## src/rtl/tt_pkg.sv

```systemverilog
package tt_pkg;

    typedef enum logic [1:0] {
        SL_IDLE  = 2'd0,
        SL_ARMED = 2'd1,
        SL_GEN   = 2'd2,
        SL_DRAIN = 2'd3
    } slot_state_e;

endpackage

```

## src/rtl/tt_desc_bank.sv

```systemverilog
module tt_desc_bank
    import tt_pkg::*;
#(
    parameter int NSLOT = 4,
    parameter int GAW   = 32,
    parameter int SAW   = 16,
    parameter int DIMW  = 8,
    parameter int STRW  = 16,
    localparam int SLOTW = $clog2(NSLOT)
) (
    input  logic             clk,
    input  logic             rst_n,
    input  logic             cmd_valid,
    input  logic             cmd_start,
    input  logic [SLOTW-1:0] cmd_slot,
    input  logic [GAW-1:0]   cmd_gbase,
    input  logic [SAW-1:0]   cmd_sbase,
    input  logic [DIMW-1:0]  cmd_rows,
    input  logic [DIMW-1:0]  cmd_cols,
    input  logic [1:0]       cmd_dtype,
    input  logic [STRW-1:0]  cmd_stride,
    input  logic             cmd_blank,
    input  logic             agen_idle,
    input  logic             gen_last,
    input  logic [NSLOT-1:0] fill_pending,
    output logic             launch,
    output logic [GAW-1:0]   l_gbase,
    output logic [SAW-1:0]   l_sbase,
    output logic [DIMW-1:0]  l_rows,
    output logic [DIMW-1:0]  l_cols,
    output logic [1:0]       l_dtype,
    output logic [STRW-1:0]  l_stride,
    output logic             l_blank,
    output logic [SLOTW-1:0] cur_slot,
    output logic [NSLOT-1:0] slot_busy,
    output logic             done_valid,
    output logic [SLOTW-1:0] done_slot,
    output logic             err
);

    typedef struct packed {
        logic [NSLOT-1:0][GAW-1:0]  gbase;
        logic [NSLOT-1:0][SAW-1:0]  sbase;
        logic [NSLOT-1:0][DIMW-1:0] rows;
        logic [NSLOT-1:0][DIMW-1:0] cols;
        logic [NSLOT-1:0][1:0]      dtype;
        logic [NSLOT-1:0][STRW-1:0] stride;
        logic [NSLOT-1:0]           blank;
        logic [NSLOT-1:0][1:0]      st;
        logic [SLOTW-1:0]           cur;
        logic                       done_v;
        logic [SLOTW-1:0]           done_s;
        logic                       err;
    } bank_t;

    bank_t q, d;
    logic             found;
    logic             finished;
    logic [SLOTW-1:0] pick;

    always_comb begin
        d        = q;
        d.done_v = 1'b0;
        found    = 1'b0;
        finished = 1'b0;
        pick     = '0;
        launch   = 1'b0;

        // retire one drained slot per cycle, lowest first
        for (int s = 0; s < NSLOT; s++) begin
            if (!finished && q.st[s] == SL_DRAIN && !fill_pending[s]) begin
                finished   = 1'b1;
                d.st[s]    = SL_IDLE;
                d.done_v   = 1'b1;
                d.done_s   = SLOTW'(s);
            end
        end

        if (gen_last) begin
            d.st[q.cur] = SL_DRAIN;
        end

        // lowest armed slot wins the generator
        for (int s = 0; s < NSLOT; s++) begin
            if (!found && q.st[s] == SL_ARMED) begin
                found = 1'b1;
                pick  = SLOTW'(s);
            end
        end
        if (agen_idle && found) begin
            launch     = 1'b1;
            d.st[pick] = SL_GEN;
            d.cur      = pick;
        end

        if (cmd_valid) begin
            if (q.st[cmd_slot] != SL_IDLE) begin
                d.err = 1'b1;
            end else if (cmd_start) begin
                d.st[cmd_slot] = SL_ARMED;
            end else begin
                d.gbase[cmd_slot]  = cmd_gbase;
                d.sbase[cmd_slot]  = cmd_sbase;
                d.rows[cmd_slot]   = cmd_rows;
                d.cols[cmd_slot]   = cmd_cols;
                d.dtype[cmd_slot]  = cmd_dtype;
                d.stride[cmd_slot] = cmd_stride;
                d.blank[cmd_slot]  = cmd_blank;
            end
        end
    end

    always_ff @(posedge clk) begin
        if (!rst_n) begin
            q <= '0;
        end else begin
            q <= d;
        end
    end

    always_comb begin
        for (int s = 0; s < NSLOT; s++) begin
            slot_busy[s] = (q.st[s] != SL_IDLE);
        end
    end

    assign l_gbase    = q.gbase[pick];
    assign l_sbase    = q.sbase[pick];
    assign l_rows     = q.rows[pick];
    assign l_cols     = q.cols[pick];
    assign l_dtype    = q.dtype[pick];
    assign l_stride   = q.stride[pick];
    assign l_blank    = q.blank[pick];
    assign cur_slot   = q.cur;
    assign done_valid = q.done_v;
    assign done_slot  = q.done_s;
    assign err        = q.err;

    AST_BUSY_CMD_ERR: assert property (@(posedge clk) disable iff (!rst_n)
        cmd_valid && slot_busy[cmd_slot] |=> err);

    AST_DONE_AFTER_FILLS: assert property (@(posedge clk) disable iff (!rst_n)
        done_valid |-> !fill_pending[done_slot] && !slot_busy[done_slot]);

endmodule

```

## src/rtl/tt_agen.sv

```systemverilog
module tt_agen #(
    parameter int GAW        = 32,
    parameter int SAW        = 16,
    parameter int DIMW       = 8,
    parameter int STRW       = 16,
    parameter int LINE_BYTES = 16,
    localparam int RBW       = DIMW + 3,
    localparam int LSH       = $clog2(LINE_BYTES)
) (
    input  logic            clk,
    input  logic            rst_n,
    input  logic            launch,
    input  logic [GAW-1:0]  l_gbase,
    input  logic [SAW-1:0]  l_sbase,
    input  logic [DIMW-1:0] l_rows,
    input  logic [DIMW-1:0] l_cols,
    input  logic [1:0]      l_dtype,
    input  logic [STRW-1:0] l_stride,
    input  logic            l_blank,
    input  logic            hs,
    output logic            active,
    output logic [GAW-1:0]  gaddr,
    output logic [SAW-1:0]  saddr,
    output logic            gen_last
);

    typedef struct packed {
        logic            active;
        logic [GAW-1:0]  gcur;
        logic [SAW-1:0]  scur;
        logic [GAW-1:0]  grow;
        logic [SAW-1:0]  srow;
        logic [DIMW-1:0] row_i;
        logic [DIMW-1:0] rows;
        logic [RBW-1:0]  line_i;
        logic [RBW-1:0]  lpr;
        logic [SAW-1:0]  spitch;
        logic [STRW-1:0] stride;
    } agen_t;

    agen_t          q, d;
    logic [RBW-1:0] row_bytes;
    logic           line_end;
    logic           tile_end;

    assign row_bytes = RBW'(l_cols) << l_dtype;
    assign line_end  = (q.line_i == q.lpr - RBW'(1));
    assign tile_end  = line_end && (q.row_i == q.rows - DIMW'(1));
    assign gen_last  = hs && tile_end;

    always_comb begin
        d = q;
        if (launch) begin
            d.active = 1'b1;
            d.gcur   = l_gbase;
            d.grow   = l_gbase;
            d.scur   = l_sbase;
            d.srow   = l_sbase;
            d.row_i  = '0;
            d.rows   = l_rows;
            d.line_i = '0;
            d.lpr    = row_bytes >> LSH;
            d.spitch = SAW'(row_bytes) + (l_blank ? (SAW'(1) << l_dtype) : SAW'(0));
            d.stride = l_stride;
        end else if (hs) begin
            if (!line_end) begin
                d.line_i = q.line_i + RBW'(1);
                d.gcur   = q.gcur + GAW'(LINE_BYTES);
                d.scur   = q.scur + SAW'(LINE_BYTES);
            end else if (tile_end) begin
                d.active = 1'b0;
            end else begin
                d.line_i = '0;
                d.row_i  = q.row_i + DIMW'(1);
                d.grow   = q.grow + GAW'(q.stride);
                d.gcur   = q.grow + GAW'(q.stride);
                d.srow   = q.srow + q.spitch;
                d.scur   = q.srow + q.spitch;
            end
        end
    end

    always_ff @(posedge clk) begin
        if (!rst_n) begin
            q <= '0;
        end else begin
            q <= d;
        end
    end

    assign active = q.active;
    assign gaddr  = q.gcur;
    assign saddr  = q.scur;

    AST_LOCKSTEP_STEP: assert property (@(posedge clk) disable iff (!rst_n)
        hs && !line_end |=> (gaddr == $past(gaddr) + GAW'(LINE_BYTES))
                         && (saddr == $past(saddr) + SAW'(LINE_BYTES)));

endmodule

```

## src/rtl/tt_track.sv

```systemverilog
module tt_track #(
    parameter int DEPTH = 8,
    parameter int SAW   = 16,
    parameter int NSLOT = 4,
    parameter int DATAW = 128,
    localparam int TAGW  = $clog2(DEPTH),
    localparam int SLOTW = $clog2(NSLOT)
) (
    input  logic             clk,
    input  logic             rst_n,
    input  logic             alloc,
    input  logic [SAW-1:0]   alloc_saddr,
    input  logic [SLOTW-1:0] alloc_slot,
    input  logic             rsp_valid,
    input  logic [TAGW-1:0]  rsp_tag,
    input  logic [DATAW-1:0] rsp_data,
    output logic             full,
    output logic [TAGW-1:0]  free_tag,
    output logic [NSLOT-1:0] fill_pending,
    output logic             sp_we,
    output logic [SAW-1:0]   sp_addr,
    output logic [DATAW-1:0] sp_wdata
);

    typedef struct packed {
        logic [DEPTH-1:0]             vld;
        logic [DEPTH-1:0][SAW-1:0]    saddr;
        logic [DEPTH-1:0][SLOTW-1:0]  slot;
        logic                         we;
        logic [SAW-1:0]               waddr;
        logic [DATAW-1:0]             wdata;
    } track_t;

    track_t q, d;

    always_comb begin
        free_tag = '0;
        for (int i = DEPTH - 1; i >= 0; i--) begin
            if (!q.vld[i]) begin
                free_tag = TAGW'(i);
            end
        end
    end

    assign full = &q.vld;

    always_comb begin
        d    = q;
        d.we = 1'b0;
        if (rsp_valid && q.vld[rsp_tag]) begin
            d.vld[rsp_tag] = 1'b0;
            d.we           = 1'b1;
            d.waddr        = q.saddr[rsp_tag];
            d.wdata        = rsp_data;
        end
        if (alloc) begin
            d.vld[free_tag]   = 1'b1;
            d.saddr[free_tag] = alloc_saddr;
            d.slot[free_tag]  = alloc_slot;
        end
    end

    always_ff @(posedge clk) begin
        if (!rst_n) begin
            q <= '0;
        end else begin
            q <= d;
        end
    end

    always_comb begin
        fill_pending = '0;
        for (int i = 0; i < DEPTH; i++) begin
            if (q.vld[i]) begin
                fill_pending[q.slot[i]] = 1'b1;
            end
        end
    end

    assign sp_we    = q.we;
    assign sp_addr  = q.waddr;
    assign sp_wdata = q.wdata;

    AST_NO_ALLOC_WHEN_FULL: assert property (@(posedge clk) disable iff (!rst_n)
        alloc |-> !(&q.vld));

    AST_FILL_WRITE: assert property (@(posedge clk) disable iff (!rst_n)
        rsp_valid && q.vld[rsp_tag] |=> sp_we && (sp_addr == $past(q.saddr[rsp_tag])));

endmodule

```

## src/rtl/tile_xfer_engine.sv

```systemverilog
module tile_xfer_engine #(
    parameter int NSLOT      = 4,
    parameter int DEPTH      = 8,
    parameter int GAW        = 32,
    parameter int SAW        = 16,
    parameter int DIMW       = 8,
    parameter int STRW       = 16,
    parameter int LINE_BYTES = 16,
    localparam int SLOTW     = $clog2(NSLOT),
    localparam int TAGW      = $clog2(DEPTH),
    localparam int DATAW     = LINE_BYTES * 8
) (
    input  logic             clk,
    input  logic             rst_n,
    input  logic             cmd_valid,
    input  logic             cmd_start,
    input  logic [SLOTW-1:0] cmd_slot,
    input  logic [GAW-1:0]   cmd_gbase,
    input  logic [SAW-1:0]   cmd_sbase,
    input  logic [DIMW-1:0]  cmd_rows,
    input  logic [DIMW-1:0]  cmd_cols,
    input  logic [1:0]       cmd_dtype,
    input  logic [STRW-1:0]  cmd_stride,
    input  logic             cmd_blank,
    output logic             req_valid,
    input  logic             req_ready,
    output logic [GAW-1:0]   req_gaddr,
    output logic [TAGW-1:0]  req_tag,
    input  logic             rsp_valid,
    input  logic [TAGW-1:0]  rsp_tag,
    input  logic [DATAW-1:0] rsp_data,
    output logic             sp_we,
    output logic [SAW-1:0]   sp_addr,
    output logic [DATAW-1:0] sp_wdata,
    output logic             done_valid,
    output logic [SLOTW-1:0] done_slot,
    output logic [NSLOT-1:0] slot_busy,
    output logic             err_sticky
);

    logic             launch;
    logic [GAW-1:0]   l_gbase;
    logic [SAW-1:0]   l_sbase;
    logic [DIMW-1:0]  l_rows;
    logic [DIMW-1:0]  l_cols;
    logic [1:0]       l_dtype;
    logic [STRW-1:0]  l_stride;
    logic             l_blank;
    logic [SLOTW-1:0] cur_slot;
    logic [NSLOT-1:0] fill_pending;
    logic             agen_active;
    logic [SAW-1:0]   agen_saddr;
    logic             gen_last;
    logic             tbl_full;
    logic             hs;

    assign req_valid = agen_active && !tbl_full;
    assign hs        = req_valid && req_ready;

    tt_desc_bank #(
        .NSLOT(NSLOT), .GAW(GAW), .SAW(SAW), .DIMW(DIMW), .STRW(STRW)
    ) i_bank (
        .clk(clk), .rst_n(rst_n),
        .cmd_valid(cmd_valid), .cmd_start(cmd_start), .cmd_slot(cmd_slot),
        .cmd_gbase(cmd_gbase), .cmd_sbase(cmd_sbase), .cmd_rows(cmd_rows),
        .cmd_cols(cmd_cols), .cmd_dtype(cmd_dtype), .cmd_stride(cmd_stride),
        .cmd_blank(cmd_blank),
        .agen_idle(!agen_active), .gen_last(gen_last), .fill_pending(fill_pending),
        .launch(launch), .l_gbase(l_gbase), .l_sbase(l_sbase), .l_rows(l_rows),
        .l_cols(l_cols), .l_dtype(l_dtype), .l_stride(l_stride), .l_blank(l_blank),
        .cur_slot(cur_slot), .slot_busy(slot_busy),
        .done_valid(done_valid), .done_slot(done_slot), .err(err_sticky)
    );

    tt_agen #(
        .GAW(GAW), .SAW(SAW), .DIMW(DIMW), .STRW(STRW), .LINE_BYTES(LINE_BYTES)
    ) i_agen (
        .clk(clk), .rst_n(rst_n), .launch(launch),
        .l_gbase(l_gbase), .l_sbase(l_sbase), .l_rows(l_rows), .l_cols(l_cols),
        .l_dtype(l_dtype), .l_stride(l_stride), .l_blank(l_blank),
        .hs(hs), .active(agen_active), .gaddr(req_gaddr), .saddr(agen_saddr),
        .gen_last(gen_last)
    );

    tt_track #(
        .DEPTH(DEPTH), .SAW(SAW), .NSLOT(NSLOT), .DATAW(DATAW)
    ) i_track (
        .clk(clk), .rst_n(rst_n),
        .alloc(hs), .alloc_saddr(agen_saddr), .alloc_slot(cur_slot),
        .rsp_valid(rsp_valid), .rsp_tag(rsp_tag), .rsp_data(rsp_data),
        .full(tbl_full), .free_tag(req_tag), .fill_pending(fill_pending),
        .sp_we(sp_we), .sp_addr(sp_addr), .sp_wdata(sp_wdata)
    );

    AST_REQ_HOLD: assert property (@(posedge clk) disable iff (!rst_n)
        req_valid && !req_ready |=> req_valid && $stable(req_gaddr));

endmodule

```

## config.mk

```make
export PLATFORM = sky130hd
export DESIGN_NAME = tile_xfer_engine
export DESIGN_NICKNAME = d
export VERILOG_FILES = /design/src/rtl/tt_pkg.sv /design/src/rtl/tt_desc_bank.sv /design/src/rtl/tt_agen.sv /design/src/rtl/tt_track.sv /design/src/rtl/tile_xfer_engine.sv
export SDC_FILE = /design/constraint.sdc
export NUM_CORES = 2
export LEC_CHECK = 0
export BUFFER_PORTS_ARGS = -buffer_cell sky130_fd_sc_hd__buf_4
export CAP_MARGIN = 20
export CORE_MARGIN = 5
export CORE_UTILIZATION = 35
export CTS_CLUSTER_SIZE = 8
export DETAILED_ROUTE_END_ITERATION = 7
export PLACE_DENSITY = 0.57
export SYNTH_ARGS = -nofsm -noshare
export SYNTH_HDL_FRONTEND = slang
export SYNTH_SLANG_ARGS = --single-unit
```

## constraint.sdc

```tcl
create_clock -name clk -period 4.91 [get_ports clk]
set_input_delay 1.473 -clock clk [delete_from_list [all_inputs] [get_ports clk]]
set_output_delay 1.473 -clock clk [all_outputs]
set_load 0.02 [all_outputs]
```

After elaboration in Yosys (flattened, before gate mapping)
Cells that the tools add are included.
{"block": "op_classes", "addsub": 9, "multipliers": 0, "div": 0, "order_cmp": 26, "eq_ne": 13, "shifts": 2, "n_mux": 120, "bitwise_logic": 21, "reduce_logical": 59}
{"operator": "$bwmux 128", "n": 2}
{"operator": "$mux 105", "n": 2}
{"operator": "$mux 152", "n": 1}
{"operator": "$mux 145", "n": 1}
{"operator": "$bwmux 64", "n": 2}
{"operator": "$mux 104", "n": 1}
{"operator": "$mux 16", "n": 6}
{"operator": "$bmux 16 s2", "n": 2}
{"operator": "$bmux 32 s2", "n": 1}
{"operator": "$bwmux 32", "n": 2}
{"operator": "$demux 32 s2", "n": 1}
{"operator": "$mux 32", "n": 2}
{"operator": "$mux 8", "n": 8}
{"operator": "$mux 56", "n": 1}
{"operator": "$bmux 16 s3", "n": 1}
{"operator": "$demux 16 s3", "n": 1}
{"operator": "$mux 48", "n": 1}
{"operator": "$mux 3", "n": 12}
{"operator": "$or 4x4->4", "n": 9}
{"operator": "$lt 2x3->1 const B", "n": 11}
{"operator": "$add 32x16->32", "n": 1}
{"operator": "$add 32x5->32 const B", "n": 1}
{"operator": "$bmux 8 s2", "n": 2}
{"operator": "$demux 16 s2", "n": 1}
{"operator": "49 further kinds", "n": 178}
{"block": "totals", "regBits": 806, "latch_bits": 0, "mem_bits_rw": 0, "romBits": 0, "output_inout_bits": 189, "wordCells": 314, "memories": 0}

Longest topological paths before layout
{"block": "depth", "word_depth": 42, "depth_mapped": 17, "depth_no_buf": 15}

By module
A second synthesis with hierarchy kept.
{"block": "unflattened", "cells_unflattened": 4727, "area_unflattened_um2": 37323.3}
{"module": "tt_desc_bank", "n_inst": 1, "cells_per_inst": 1842, "area_per_inst_um2": 14302.5, "seq_area_each_um2": 6926.6}
{"module": "tt_track", "n_inst": 1, "cells_per_inst": 1640, "area_per_inst_um2": 13088.8, "seq_area_each_um2": 5945.7}
{"module": "tt_agen", "n_inst": 1, "cells_per_inst": 1242, "area_per_inst_um2": 9913.3, "seq_area_each_um2": 3183.1}
{"module": "tile_xfer_engine", "n_inst": 1, "cells_per_inst": 3, "area_per_inst_um2": 18.8, "seq_area_each_um2": 0.0}

Worst setup path before layout
Ideal clock, no wire load.
{"block": "synth_timing", "path_type": "reg-to-reg", "start": "reg i_bank.q[13] in the netlist's numbering", "end": "reg i_agen.q[25] in the netlist's numbering", "t_arrival_ps": 3587, "t_required_ps": 4819, "path_slack_ps": 1232, "path_stages_with_launch": 16, "period_less_slack_ps": 3678, "path_cell_list": "dfxtp_1 -> nand2b_1 -> a211oi_1 -> clkbuf_1 -> buf_1 -> a21oi_1 -> a221oi_1 -> a21oi_1 -> and2_1 -> ha_1 -> a21o_1 -> a21oi_1 -> nor2_1 -> o22ai_1 -> o311ai_0 -> a311oi_1"}
{"block": "synth_between", "elab_chain_cells": 8, "elab_cells_between_ends": 16}
{"element": "start: declaration", "line_no": "tt_desc_bank.sv:56", "source": "bank_t q, d;"}
{"element": "start signal: assignment", "line_no": "tt_desc_bank.sv:115", "source": "q <= '0;"}
{"element": "start signal: assignment", "line_no": "tt_desc_bank.sv:117", "source": "q <= d;"}
{"element": "$eq 2x1->1 (*)", "line_no": "tt_desc_bank.sv:85", "source": "if (!found && q.st[s] == SL_ARMED) begin"}
{"element": "$logic_and 1x1->1 (*)", "line_no": "tt_desc_bank.sv:85"}
{"element": "$mux 2", "line_no": "tt_desc_bank.sv:85"}
{"element": "$bmux 2 s2", "line_no": "tt_desc_bank.sv:131", "source": "assign l_dtype = q.dtype[pick];"}
{"element": "$mux 2 (implied by the code)", "line_no": "tt_desc_bank.sv:131"}
{"element": "$shl 1x2->16", "line_no": "tt_agen.sv:63", "source": "d.spitch = SAW'(row_bytes) + (l_blank ? (SAW'(1) << l_dtype) : SAW'(0));"}
{"element": "$mux 16", "line_no": "tt_agen.sv:63"}
{"element": "$add 11x16->16", "line_no": "tt_agen.sv:63"}
{"element": "end signal: assignment", "line_no": "tt_agen.sv:85", "source": "q <= '0;"}
{"element": "end signal: assignment", "line_no": "tt_agen.sv:87", "source": "q <= d;"}
{"element": "end: declaration", "line_no": "tt_agen.sv:41", "source": "agen_t q, d;"}
Every way passes the cells marked *; elsewhere a longest branch is shown, timed or not. The select of a mux whose other input is x is not followed.
A chain may end at the register's enable or synchronous reset.

Worst setup path in the final report
{"block": "layout_timing", "start": "reg i_bank.q[6] in the netlist's numbering", "end": "reg i_agen.q[25] in the netlist's numbering"}
{"block": "layout_between", "elab_chain_cells": 16, "elab_cells_between_ends": 26}
{"element": "$eq 2x1->1 (*)", "line_no": "tt_desc_bank.sv:85"}
{"element": "$mux 1 (*)", "line_no": "tt_desc_bank.sv:85"}
{"element": "$logic_not 1->1", "line_no": "tt_desc_bank.sv:85"}
{"element": "$logic_and 1x1->1", "line_no": "tt_desc_bank.sv:85"}
{"element": "$mux 1", "line_no": "tt_desc_bank.sv:85"}
{"element": "$logic_not 1->1", "line_no": "tt_desc_bank.sv:85"}
{"element": "$logic_and 1x1->1", "line_no": "tt_desc_bank.sv:85"}
{"element": "$mux 1", "line_no": "tt_desc_bank.sv:85"}
{"element": "$logic_not 1->1", "line_no": "tt_desc_bank.sv:85"}
{"element": "$logic_and 1x1->1", "line_no": "tt_desc_bank.sv:85"}
{"element": "$mux 2", "line_no": "tt_desc_bank.sv:85"}
{"element": "$bmux 2 s2", "line_no": "tt_desc_bank.sv:131"}
{"element": "$mux 2 (implied by the code)", "line_no": "tt_desc_bank.sv:131"}
{"element": "$shl 1x2->16", "line_no": "tt_agen.sv:63"}
{"element": "$mux 16", "line_no": "tt_agen.sv:63"}
{"element": "$add 11x16->16", "line_no": "tt_agen.sv:63"}
Marked as above.

==> run_results.csv <==
group,metric,value,unit
layout,multi_input_area,17940,sq um
cts,hold_buffers,0,
yosys,synth_seq_cells,802,
yosys,synthDistinctLibCells,87,
placed_design,io_buffers,410,
yosys,syn_nets,5001,
placed_design,place_hpwl,82.90,mm
worst_setup_path,critPathKind,"flip-flop to flip-flop",
layout,drive_above_1_share,13.92,%
floorplanning,core,103600,sq um
worst_setup_path,r2r_start,"i_bank.q[6]$_SDFF_PN0_",
worst_setup_path,crit_required,5.53,ns
cts,cts_tree,"done",
cts,tritoncts.num_buffers,111,
yosys,syn_area_per_cell,7.725,sq um
cts,cts_max_level,3,
floorplanning,start_util,35.31,%
cts,cts-resized-gates,0,
routing,num_vias,33160,
cts,cts-root-buf,"clkbuf_16",
yosys,seq_area_frac_synth,43.87,%
sta,finalWorstPathRequiredPeriod,3.981,ns
sta,relSlewSlack,28.27,%
worst_setup_path,reg2reg_slack,0.93,ns
worst_setup_path,crit_arrival,4.60,ns
yosys,synth_edf_count,0,
floorplanning,die_w,333.4,um
floorplanning,rows,118,
cts,clk_pin_slew_worst_paths,0.05,ns
routing,firstDrtPassIters,5,
yosys,async_reset_ff_share,0,%
yosys,syn_inst,4738,
floorplanning,io_pins,411,
sta,setup_viol,0,
cts,clk_latency,0.71,ns
routing,vias_per_cell,5.345,
routing,ant_nets,0,
layout,n_fill_cell,10670,
worst_setup_path,end_kind,"flip-flop",
layout,fin_cells,6204,
floorplanning,die_height,333.4,um
layout,area.growth.synth_to_final,16.55,%
layout,seq_area,16060,sq um
worst_setup_path,start_kind,"flip-flop",
sta,tightest_slew,1.073,ns
layout,fin_util,41.16,%
cts,cts.path.max_buffers,3,
sta,fin_crit_sh,81.08,%
placed_design,place.gp.congestion,0.8698,
worst_setup_path,path_max_fanout,13,
yosys,ys_warn_count,0,
cts,cts_setup_buffers,0,
global_route,grt_pass1_vias,30340,
yosys,syn-cell-area,36600,sq um
worst_setup_path,r2r_end,"i_agen.q[25]$_SDFFE_PN0P_",
placed_design,dp_cells,6072,
layout,nets,5071,
sta,hold_viol_final,0,
global_route,grt_max_degree,130,
run,maxCapViolCount,0,
status,outcome,"complete, no violations",
floorplanning,die_area,111100,sq um
sta,max_freq,251.2,MHz
global_route,antenna_found_initial,4,
yosys,synth_ff_type,"dfxtp_1",
global_route,grt.overflow.total,0,
worst_setup_path,rr_worst_depth,14,
hold_path,whs_endpoint,"i_bank.q[221]$_SDFFE_PN0P_",
routing,routed_wl,127.3,mm
power_and_ir_drop,p_leak,15.47,nW
cts,cts_sinks,802,
global_route,grt_use_total,21.63,%
power_and_ir_drop,power_density,344.8,nW/um^2
sta,rsz0062_at_grt,"no",
global_route,grt_pass1_wl,191.9,mm
sta,tns,0,ns
hold_path,holdPathStages,2,
sta,drv_slew,0,
routing,wl_per_cell,20.52,um
routing,drc,0,
hold_path,hold_path_class,"flip-flop to flip-flop",
power_and_ir_drop,vdd_drop_max,0.2945,mV
sta,fin_skew,0.04329,ns
routing,drt-initial-drc-count,2602,
hold_path,worstHoldStart,"i_bank.q[221]$_SDFFE_PN0P_",
==> stage by stage <==
step	hold slack (ns)	worst slack, ns	area, sq um	power, W
floorplan	0.4318	1.232	36600	0.007446
finish	0.4512	0.9288	42660	0.01471
global route	0.4631	0.5784	42660	0.01524
global placement	0.4401	1.069	39610	0.007936
detailed placement	0.4458	0.9617	39610	0.007945
CTS	0.4529	0.9574	42600	0.01487
==> per-layer routing <==
layer	share of wire (%)	vias to the layer above	GRT usage (%)
li1	-	16150	-
met1	45	15780	30.25
met2	45	1052	33.89
met3	7.0	187	4.425
met4	2.6	2	6.277
met5	0.010	-	0
==> layout make-up <==
| class | count | share of cell area [%] |
|---|---|---|
| antenna | 3 | 0.01760 |
| sequential | 802 | 37.64 |
| timing repair buffer | 483 | 9.064 |
| clock buffer | 118 | 6.667 |
| inverter | 19 | 0.1848 |
| clock inverter | 8 | 0.3285 |
| tap | 1380 | 4.048 |
| multi-input combinational | 3391 | 42.05 |
==> flip-flops by register name, indices dropped and copies added, names as in the netlist <==
name and cells:
i_bank.cur_slot 2, i_bank.done_slot 2, i_agen.saddr 16, i_track.sp_we 1
i_agen.q 110, i_track.q 152, i_agen.gaddr 32, i_track.sp_addr 16
i_bank.err 1, i_bank.q 340, i_track.sp_wdata 128, i_bank.done_valid 1
i_agen.active 1
==> synth_stat cells, types with 7 or more instances <==
cell type  count  area, sq um
nand2_1     1356         5090
dfxtp_1      802        16060
a21oi_1      746         3734
clkbuf_1     302         1134
nor2_1       265        994.7
buf_4        180         1351
o21ai_0      114        570.6
a221oi_1      86        753.2
mux2i_1       86        860.8
nand3_1       79        395.4
xnor2_1       71        621.9
a22o_1        63        551.8
nor3_1        45        225.2
ha_1          38        475.5
a31oi_1       35        219.0
xor2_1        33        289.0
a311oi_1      27        236.5
a211oi_1      26        195.2
o22ai_1       23        143.9
and3_1        22        137.6
buf_1         22        82.58
nand4_1       19        118.9
buf_2         18        90.09
nor3b_1       18        135.1
o211ai_1      18        135.1
inv_1         17        63.81
nand3b_1      14        105.1
a22oi_1       12        90.09
or3_1         11        68.82
a21o_1        10        75.07
nand2b_1      10        62.56
o21a_1        10        75.07
o31a_1        10        87.58
and4_1         8        70.07
nor2b_1        8        50.05
a21boi_0       7        52.55
nor4_1         7        43.79
or2_2          7        43.79
==> cell usage in the layout (no fill, tap or decap), types with 14 or more instances in the layout <==
cell type and instances:
a31oi_1 34, xnor2_1 71, and3_1 21, buf_12 17
o21ai_0 114, o211ai_1 18, o22ai_1 23, nand3_1 78
nor3b_1 15, a21oi_1 746, a211oi_1 25, inv_1 17
nand3b_1 14, nand4_1 19, nand2_1 1352, mux2i_1 86
nor3_1 42, xor2_1 33, a22o_1 63, buf_4 464
nor2_1 263, dfxtp_1 802, clkbuf_16 111, a311oi_1 27
a221oi_1 86, ha_1 38
==> power breakdown <==
| group | internal, W | switching, W |
|---|---|---|
| Sequential | 0.00663 | 0.0000974 |
| Combinational | 0.000373 | 0.000723 |
| Clock | 0.00404 | 0.00285 |
==> kinds of logic (layout without fill, tap and decap cells) <==
kind of cell	Yosys count	after routing	share of synthesized area, %
simple gates	1904	1904	21.48
compound gates	1252	1252	20.64
flops	802	802	43.87
buf+inv	545	628	7.579
xor+xnor	104	104	2.489
mux	90	90	2.475
fa+ha+maj	41	41	1.463
other cells	0	3	0
==> worst max path at each step <==
stage,startpoint,endpoint,slack [ns]
finish,i_bank.q[6]$_SDFF_PN0_,i_agen.q[25]$_SDFFE_PN0P_,0.93
global route,i_bank.q[6]$_SDFF_PN0_,i_agen.q[25]$_SDFFE_PN0P_,0.58
CTS,i_bank.q[6]$_SDFF_PN0_,i_agen.q[25]$_SDFFE_PN0P_,0.96
detailed placement,i_bank.q[6]$_SDFF_PN0_,i_agen.q[25]$_SDFFE_PN0P_,0.96
global placement,cmd_slot[1],i_bank.q[139]$_SDFFE_PN0P_,1.07
floorplan,i_bank.q[13]$_SDFF_PN0_,i_agen.q[25]$_SDFFE_PN0P_,1.23
==> critical path: stages, from the launching register on <==
cell	delay (ns)
dfxtp_1	0.41
nor2b_2	0.65
nor4_4	0.17
a22oi_1	0.36
nand2_1	0.31
nor3_1	0.21
a21oi_1	0.07
and2_1	0.21
ha_1	0.30
a21o_1	0.15
a21oi_1	0.22
nor2_1	0.09
o22ai_1	0.32
o311ai_0	0.16
a311oi_1	0.30
Note: power is estimated with default switching activity, not from simulation.
